===== config.mk =====
export PLATFORM = sky130hd
export DESIGN_NAME = usb_irq_aggr
export DESIGN_NICKNAME = d
export VERILOG_FILES = /design/src/rtl/usb_irq_pkg.sv /design/src/rtl/irq_datapath.sv /design/src/rtl/irq_control.sv /design/src/rtl/usb_irq_aggr.sv
export SDC_FILE = /design/constraint.sdc
export NUM_CORES = 1
export LEC_CHECK = 0
export BUFFER_PORTS_ARGS = -buffer_cell sky130_fd_sc_hd__buf_2
export CAP_MARGIN = 5
export CORE_MARGIN = 2
export CORE_UTILIZATION = 45
export CTS_CLUSTER_DIAMETER = 100
export CTS_CLUSTER_SIZE = 10
export DETAILED_ROUTE_END_ITERATION = 8
export PLACE_DENSITY = 0.77
export SKIP_CTS_REPAIR_TIMING = 1
export SLEW_MARGIN = 20
export SYNTH_ARGS = -nofsm -noshare
export SYNTH_HDL_FRONTEND = slang
export SYNTH_SLANG_ARGS = --single-unit

===== constraint.sdc =====
create_clock -name clk -period 1.6 [get_ports clk]
set_clock_uncertainty 0.1 [all_clocks]
set_input_delay 0.16 -clock clk [delete_from_list [all_inputs] [get_ports clk]]
set_output_delay 0.16 -clock clk [all_outputs]
set_load 0.005 [all_outputs]

===== src/rtl/usb_irq_pkg.sv =====
package usb_irq_pkg;

  localparam int REG_W  = 32;
  localparam int ADDR_W = 8;

  // Register byte offsets
  localparam logic [ADDR_W-1:0] OFS_REV     = 8'h00;
  localparam logic [ADDR_W-1:0] OFS_CTRL    = 8'h04;
  localparam logic [ADDR_W-1:0] OFS_SRC     = 8'h20;
  localparam logic [ADDR_W-1:0] OFS_SRC_SET = 8'h24;
  localparam logic [ADDR_W-1:0] OFS_SRC_CLR = 8'h28;
  localparam logic [ADDR_W-1:0] OFS_MSK     = 8'h2C;
  localparam logic [ADDR_W-1:0] OFS_MSK_SET = 8'h30;
  localparam logic [ADDR_W-1:0] OFS_MSK_CLR = 8'h34;
  localparam logic [ADDR_W-1:0] OFS_MASKED  = 8'h38;
  localparam logic [ADDR_W-1:0] OFS_EOI     = 8'h3C;

  // Strobes sent from control to datapath, at most one per cycle
  typedef struct packed {
    logic srcLoad;
    logic srcSet;
    logic srcClr;
    logic mskLoad;
    logic mskSet;
    logic mskClr;
    logic softRst;
    logic eoi;
  } regStrobe_t;

  function automatic logic [REG_W-1:0] fieldMask(int lsb, int n);
    logic [REG_W-1:0] m;
    m = '0;
    for (int i = 0; i < n; i++) m[lsb+i] = 1'b1;
    return m;
  endfunction

endpackage


===== src/rtl/irq_datapath.sv =====
module irq_datapath
  import usb_irq_pkg::*;
#(
  parameter int NUM_TX   = 5,
  parameter int TX_LSB   = 0,
  parameter int NUM_RX   = 4,
  parameter int RX_LSB   = 9,
  parameter int NUM_CORE = 9,
  parameter int CORE_LSB = 16,
  parameter logic [REG_W-1:0] REV_ID = 32'h0055_0A01
) (
  input  logic                clk,
  input  logic                rstN,
  input  regStrobe_t          str,
  input  logic [REG_W-1:0]    wdata,
  input  logic [NUM_TX-1:0]   evTx,
  input  logic [NUM_RX-1:0]   evRx,
  input  logic [NUM_CORE-1:0] evCore,
  input  logic [ADDR_W-1:0]   rdAddr,
  output logic [REG_W-1:0]    rdata,
  output logic                anyPending
);

  localparam logic [REG_W-1:0] LIVE =
    fieldMask(TX_LSB, NUM_TX) | fieldMask(RX_LSB, NUM_RX) | fieldMask(CORE_LSB, NUM_CORE);

  logic [REG_W-1:0] hwVec;
  logic [REG_W-1:0] srcQ;
  logic [REG_W-1:0] mskQ;
  logic [REG_W-1:0] maskedSrc;

  // Place the event pulses at their field positions
  always_comb begin
    hwVec = '0;
    for (int i = 0; i < NUM_TX; i++)   hwVec[TX_LSB+i]   = evTx[i];
    for (int i = 0; i < NUM_RX; i++)   hwVec[RX_LSB+i]   = evRx[i];
    for (int i = 0; i < NUM_CORE; i++) hwVec[CORE_LSB+i] = evCore[i];
  end

  // One cell per bit: only implemented bits get flops
  for (genvar b = 0; b < REG_W; b++) begin : g_bit
    if (LIVE[b]) begin : g_live
      logic srcBit;
      logic mskBit;

      // A hardware event has priority over every software action except soft reset
      always_ff @(posedge clk or negedge rstN) begin
        if (!rstN)                       srcBit <= 1'b0;
        else if (str.softRst)            srcBit <= 1'b0;
        else if (hwVec[b])               srcBit <= 1'b1;
        else if (str.srcSet && wdata[b]) srcBit <= 1'b1;
        else if (str.srcClr && wdata[b]) srcBit <= 1'b0;
        else if (str.srcLoad)            srcBit <= wdata[b];
      end

      always_ff @(posedge clk or negedge rstN) begin
        if (!rstN)                       mskBit <= 1'b0;
        else if (str.softRst)            mskBit <= 1'b0;
        else if (str.mskSet && wdata[b]) mskBit <= 1'b1;
        else if (str.mskClr && wdata[b]) mskBit <= 1'b0;
        else if (str.mskLoad)            mskBit <= wdata[b];
      end

      assign srcQ[b] = srcBit;
      assign mskQ[b] = mskBit;
    end else begin : g_dead
      assign srcQ[b] = 1'b0;
      assign mskQ[b] = 1'b0;
    end
  end

  assign maskedSrc  = srcQ & mskQ;
  assign anyPending = |maskedSrc;

  always_comb begin
    case (rdAddr)
      OFS_REV:                           rdata = REV_ID;
      OFS_SRC, OFS_SRC_SET, OFS_SRC_CLR: rdata = srcQ;
      OFS_MSK, OFS_MSK_SET, OFS_MSK_CLR: rdata = mskQ;
      OFS_MASKED:                        rdata = maskedSrc;
      default:                           rdata = '0;
    endcase
  end

  // an event is never lost, whatever software writes in the same cycle
  p_hw_wins_r7: assert property (@(posedge clk) disable iff (!rstN)
    ((|hwVec) && !str.softRst) |=> ((srcQ & $past(hwVec)) == $past(hwVec)));

  // set alias raises every implemented bit written as one
  p_set_r3: assert property (@(posedge clk) disable iff (!rstN)
    (str.srcSet && !str.softRst) |=> ((srcQ & $past(wdata & LIVE)) == $past(wdata & LIVE)));

  // clear alias drops the written bits unless an event lands on them
  p_clr_r4: assert property (@(posedge clk) disable iff (!rstN)
    (str.srcClr && !str.softRst) |=> ((srcQ & $past(wdata & ~hwVec)) == '0));

  // soft reset empties source and mask
  p_softrst_r9: assert property (@(posedge clk) disable iff (!rstN)
    str.softRst |=> (srcQ == '0 && mskQ == '0));

endmodule


===== src/rtl/irq_control.sv =====
module irq_control
  import usb_irq_pkg::*;
(
  input  logic              clk,
  input  logic              rstN,
  input  logic              busSel,
  input  logic              busWrite,
  input  logic [ADDR_W-1:0] busAddr,
  input  logic              ctrlBit0,
  input  logic              anyPending,
  output regStrobe_t        str,
  output logic              irqOut
);

  logic irqQ;
  logic lockQ;
  logic lockEff;
  logic irqNext;
  logic lockNext;

  // Address decode into one strobe per write
  always_comb begin
    str = '0;
    if (busSel && busWrite) begin
      case (busAddr)
        OFS_SRC:     str.srcLoad = 1'b1;
        OFS_SRC_SET: str.srcSet  = 1'b1;
        OFS_SRC_CLR: str.srcClr  = 1'b1;
        OFS_MSK:     str.mskLoad = 1'b1;
        OFS_MSK_SET: str.mskSet  = 1'b1;
        OFS_MSK_CLR: str.mskClr  = 1'b1;
        OFS_CTRL:    str.softRst = ctrlBit0;
        OFS_EOI:     str.eoi     = 1'b1;
        default:     ;
      endcase
    end
  end

  // The lock is set once the line has been high; only end-of-interrupt lifts it
  assign lockEff  = lockQ & ~str.eoi;
  assign irqNext  = anyPending & (irqQ | ~lockEff);
  assign lockNext = lockEff | irqQ;

  always_ff @(posedge clk or negedge rstN) begin
    if (!rstN) begin
      irqQ  <= 1'b0;
      lockQ <= 1'b0;
    end else if (str.softRst) begin
      irqQ  <= 1'b0;
      lockQ <= 1'b0;
    end else begin
      irqQ  <= irqNext;
      lockQ <= lockNext;
    end
  end

  assign irqOut = irqQ;

  // a rising line always follows a pending masked source
  p_rise_cause_r6: assert property (@(posedge clk) disable iff (!rstN)
    $rose(irqQ) |-> $past(anyPending));

  // locked and low stays low without end-of-interrupt
  p_locked_low_r6: assert property (@(posedge clk) disable iff (!rstN)
    (lockQ && !irqQ && !str.eoi) |=> !irqQ);

  // end-of-interrupt with work pending raises the line
  p_eoi_rearm_r8: assert property (@(posedge clk) disable iff (!rstN)
    (str.eoi && anyPending) |=> irqQ);

  // soft reset drops the line
  p_softrst_low_r9: assert property (@(posedge clk) disable iff (!rstN)
    str.softRst |=> !irqQ);

  p_one_strobe: assert property (@(posedge clk) disable iff (!rstN)
    $countones(str) <= 1);

endmodule


===== src/rtl/usb_irq_aggr.sv =====
module usb_irq_aggr
  import usb_irq_pkg::*;
#(
  parameter int NUM_TX   = 5,
  parameter int NUM_RX   = 4,
  parameter int NUM_CORE = 9,
  parameter logic [31:0] REV_ID = 32'h0055_0A01
) (
  input  logic                clk,
  input  logic                rstN,
  input  logic [NUM_TX-1:0]   evTx,
  input  logic [NUM_RX-1:0]   evRx,
  input  logic [NUM_CORE-1:0] evCore,
  input  logic                busSel,
  input  logic                busWrite,
  input  logic [7:0]          busAddr,
  input  logic [31:0]         busWdata,
  output logic [31:0]         busRdata,
  output logic                irqOut
);

  // Fixed field positions; endpoint 0 has no receive bit, so bit 8 stays empty
  localparam int TX_LSB   = 0;
  localparam int RX_LSB   = 9;
  localparam int CORE_LSB = 16;

  regStrobe_t str;
  logic       anyPending;

  irq_control u_ctrl (
    .clk       (clk),
    .rstN      (rstN),
    .busSel    (busSel),
    .busWrite  (busWrite),
    .busAddr   (busAddr),
    .ctrlBit0  (busWdata[0]),
    .anyPending(anyPending),
    .str       (str),
    .irqOut    (irqOut)
  );

  irq_datapath #(
    .NUM_TX  (NUM_TX),
    .TX_LSB  (TX_LSB),
    .NUM_RX  (NUM_RX),
    .RX_LSB  (RX_LSB),
    .NUM_CORE(NUM_CORE),
    .CORE_LSB(CORE_LSB),
    .REV_ID  (REV_ID)
  ) u_dp (
    .clk       (clk),
    .rstN      (rstN),
    .str       (str),
    .wdata     (busWdata),
    .evTx      (evTx),
    .evRx      (evRx),
    .evCore    (evCore),
    .rdAddr    (busAddr),
    .rdata     (busRdata),
    .anyPending(anyPending)
  );

endmodule


==> results_tabular.tex <==
\begin{tabular}{lr}
\hline
Metric & Value \\
\hline
\multicolumn{2}{l}{\textbf{Worst setup path}} \\
Crit-path cells & buf\_4, nor3b\_4, nand2\_2, buf\_4, nor2\_4, buf\_12, a21o\_1, a221o\_1, buf\_2 \\
Path type of the worst setup path & in2out \\
Highest cell delay on the worst timing path & 0.30 ns \\
Worst Path Max Fanout & 12 \\
CP delay by family, top & buffers and inverters \\
Crit path launch type & primary input \\
CP Capture Type & primary output \\
Slowest library cell on the worst path & sky130\_fd\_sc\_hd\_\_a221o\_1 \\
Critical path arrival & 1.43 ns \\
Critical path data required time & 1.34 ns \\
Sum of buffers and inverters on the critical path & 4 \\
Most prevalent standard cell on the critical path & sky130\_fd\_sc\_hd\_\_buf\_4 \\
\multicolumn{2}{l}{\textbf{Pwr}} \\
Pwr dens & 678 mW/mm² \\
IR Drop Worst-Case VDD & 0.580 mV \\
Lkg Pwr & 1.75 nW \\
\multicolumn{2}{l}{\textbf{Clock network}} \\
TritonCTS clock tree & built \\
CTS sink count & 38 \\
Later-pin clock latency in the skew report & 0.29 ns \\
CTS buffer count & 5 \\
Clock transition at the register clock pins on the worst setup and hold paths after CTS & 0.08 ns \\
CTS H-tree lvls & 2 \\
CTS Root Buffer Type & sky130\_fd\_sc\_hd\_\_clkbuf\_8 \\
Maximum buffer depth of the clock tree & 2 \\
\multicolumn{2}{l}{\textbf{STA}} \\
Setup-violating endpoint count in the final report & 18 \\
Setup repair after global routing missed its margin & true \\
Post-layout minimum cycle time & 1.69 ns \\
Max Clock Freq & 593 MHz \\
Worst setup slack after layout & -0.0860 ns \\
Tightest hold margin & 0.0324 ns \\
Max-slew violation total from the final report & 0 \\
Part of the cycle the worst path needs & 105\% \\
Final hold violation count & 0 \\
\multicolumn{2}{l}{\textbf{Hold path}} \\
Path class of the lowest-slack min-delay path & in2reg \\
\multicolumn{2}{l}{\textbf{Die}} \\
Die Area & 0.00617 mm² \\
Die height & 78.6 µm \\
Initial cell density of the core & 46.0\% \\
Die boundary width & 78.6 µm \\
Top-level I/O count & 95 \\
Core area & 0.00544 mm² \\
Cell row count & 27 \\
\multicolumn{2}{l}{\textbf{Placement}} \\
Final HPWL DP & 5120 µm \\
Quantity of I/O buffers inserted on ports & 66 \\
Worst slack, placed & -0.244 ns \\
Final weighted congestion in routability-driven placement & 0.845 \\
Count of placed standard cells including taps & 438 \\
\multicolumn{2}{l}{\textbf{Synthesis}} \\
Count of unique library cells instantiated by Yosys & 35 \\
Sequential fraction of the synthesis area & 38.0\% \\
Synthesized instance count & 279 \\
Combined area of all synthesized cells & 0.00250 mm² \\
Number of flip-flops and latches in the synthesized netlist & 38 \\
Share of async-settable or async-resettable flops after synthesis & 100\% \\
Most common flop cell mapped by yosys & sky130\_fd\_sc\_hd\_\_dfrtp\_1 \\
Count of flip-flops with a built-in enable after synthesis & 0 \\
Yosys warnings & 0 \\
Average footprint of a synthesized cell & 8.96 µm² \\
\multicolumn{2}{l}{\textbf{Global routing}} \\
Met3 GRT Util & 3.45\% \\
Total global routing track utilization & 23.7\% \\
Global routing usage on met1 & 32.9\% \\
Largest net degree at the start of global routing & 23 \\
First-pass GRT wire length & 11700 µm \\
Most crowded layer after global routing & met2 \\
Met2 demand-to-capacity share in global routing & 39.3\% \\
Number of global-route vias before repair & 2411 \\
Total global routing overflow & 0 \\
Number of antenna violations at the first check in global routing & 0 \\
\multicolumn{2}{l}{\textbf{Route}} \\
Post-route DRC violation count & 0 \\
Total wirelength of the detailed-routed design & 7340 µm \\
Vias per cell & 5.83 \\
Vias & 2616 \\
Drt first-iter violations & 160 \\
DRT antenna net count & 0 \\
Average wire length per cell after detail routing & 16.4 µm \\
First-pass iteration count of the detailed router & 5 \\
\multicolumn{2}{l}{\textbf{Status}} \\
Run status & finished with violations \\
Failing checks & setup timing \\
\multicolumn{2}{l}{\textbf{Cells and area}} \\
Leading cell types in the layout, fill and taps excluded & 63 x sky130\_fd\_sc\_hd\_\_buf\_2, 62 x sky130\_fd\_sc\_hd\_\_nand2\_1, 38 x sky130\_fd\_sc\_hd\_\_dfrtp\_1 \\
Final std cells w/o fill & 449 \\
Antenna Cells & 0 \\
Fin nets & 438 \\
Signed area change from the synthesized netlist to the final layout & 33.2\% \\
Share of final-layout standard cells stronger than drive strength 1 & 34.7\% \\
Leading cell type in the layout, fill and taps excluded & sky130\_fd\_sc\_hd\_\_buf\_2 \\
\multicolumn{2}{l}{\textbf{Run}} \\
Maximum Capacitance Violations & 0 \\
\hline
\end{tabular}
-- cells in the mapped netlist, types with 2 or more instances --
library cell	number	area (µm²)
sky130_fd_sc_hd__or4_4	2	22.5
sky130_fd_sc_hd__a211oi_1	18	135
sky130_fd_sc_hd__a221oi_1	2	17.5
sky130_fd_sc_hd__nand2_1	63	236
sky130_fd_sc_hd__buf_6	3	33.8
sky130_fd_sc_hd__a21o_1	18	135
sky130_fd_sc_hd__a22o_1	13	114
sky130_fd_sc_hd__nor2_1	24	90.1
sky130_fd_sc_hd__nand3_1	3	15.0
sky130_fd_sc_hd__dfrtp_1	38	951
sky130_fd_sc_hd__nor3_1	2	10.0
sky130_fd_sc_hd__clkbuf_1	9	33.8
sky130_fd_sc_hd__nand4_1	2	12.5
sky130_fd_sc_hd__nor3_2	2	20.0
sky130_fd_sc_hd__a32o_1	18	180
sky130_fd_sc_hd__a221o_1	7	70.1
sky130_fd_sc_hd__a21oi_1	19	95.1
sky130_fd_sc_hd__buf_4	15	113
sky130_fd_sc_hd__a22oi_1	5	37.5
-- cell type report --
type / count / area, µm²
Clock inverter: 1 / 30.0
Tap cell: 72 / 90.1
Multi-Input combinational cell: 223 / 1440
Inverter: 1 / 3.75
Sequential cell: 38 / 951
Timing Repair Buffer: 107 / 737
Fill cell: 472 / 2110
Clock buffer: 7 / 76.3
-- kinds of logic (layout without fill, tap and decap cells) --
group / count (synthesis) / count (layout) / synth area share (%)
AND/OR/NAND/NOR: 105 / 105 / 19.8
other: 1 / 14 / 0.150
flip-flops: 38 / 38 / 38.0
buffers and inverters: 31 / 116 / 8.65
multiplexers: 1 / 1 / 0.450
AO/OA/AOI/OAI: 103 / 103 / 32.9
-- flip-flops by register name, summed over array words and instances (netlist names) --
register / cells
u_ctrl.lockQ: 1
u_ctrl.irqOut: 1
u_dp.g_bit.g_live.mskBit: 18
u_dp.g_bit.g_live.srcBit: 18
-- per-stage QoR --
step	TNS, ns	area (µm²)	total power, mW	utilization [%]
floorplan	-1.07	2570	1.25	-
global placement	-7.23	3130	1.42	57.5
detailed placement	-7.48	3130	1.43	57.5
CTS	-2.80	3230	2.23	59.4
global route	-3.31	3330	2.35	61.2
finish	-0.898	3330	2.26	61.2
-- report_power, final --
part	leakage [nW]	internal, mW	switching, mW	total (mW)
Sequential	0.427	1.00	0.0424	1.05
Combinational	1.28	0.193	0.199	0.391
Clock	0.0524	0.467	0.352	0.819
Total	1.75	1.66	0.593	2.26
-- routing by layer --
layer	wire (µm)	up-vias
li1	-	1219
met2	3600	124
met1	3190	1268
met4	42	0
met3	512	5
met5	0	-
-- worst paths after layout --
check,from,end,slack (ns),cells past startpoint
max,busAddr[5],busRdata[18],-0.09,9
min,busWdata[19],u_dp.g_bit[19].g_live.mskBit$_DFFE_PN0P_,0.03,2
max reg2reg,u_dp.g_bit[20].g_live.srcBit$_DFFE_PN0P_,u_ctrl.irqOut$_DFF_PN0_,0.10,5
min reg2reg,u_ctrl.irqOut$_DFF_PN0_,u_ctrl.lockQ$_DFF_PN0_,0.45,2
max in group asynchronous,rstN,u_dp.g_bit[17].g_live.mskBit$_DFFE_PN0P_,0.69,3
min in group asynchronous,rstN,u_dp.g_bit[2].g_live.mskBit$_DFFE_PN0P_,0.24,2
Note: power is estimated with default switching activity, not from simulation.
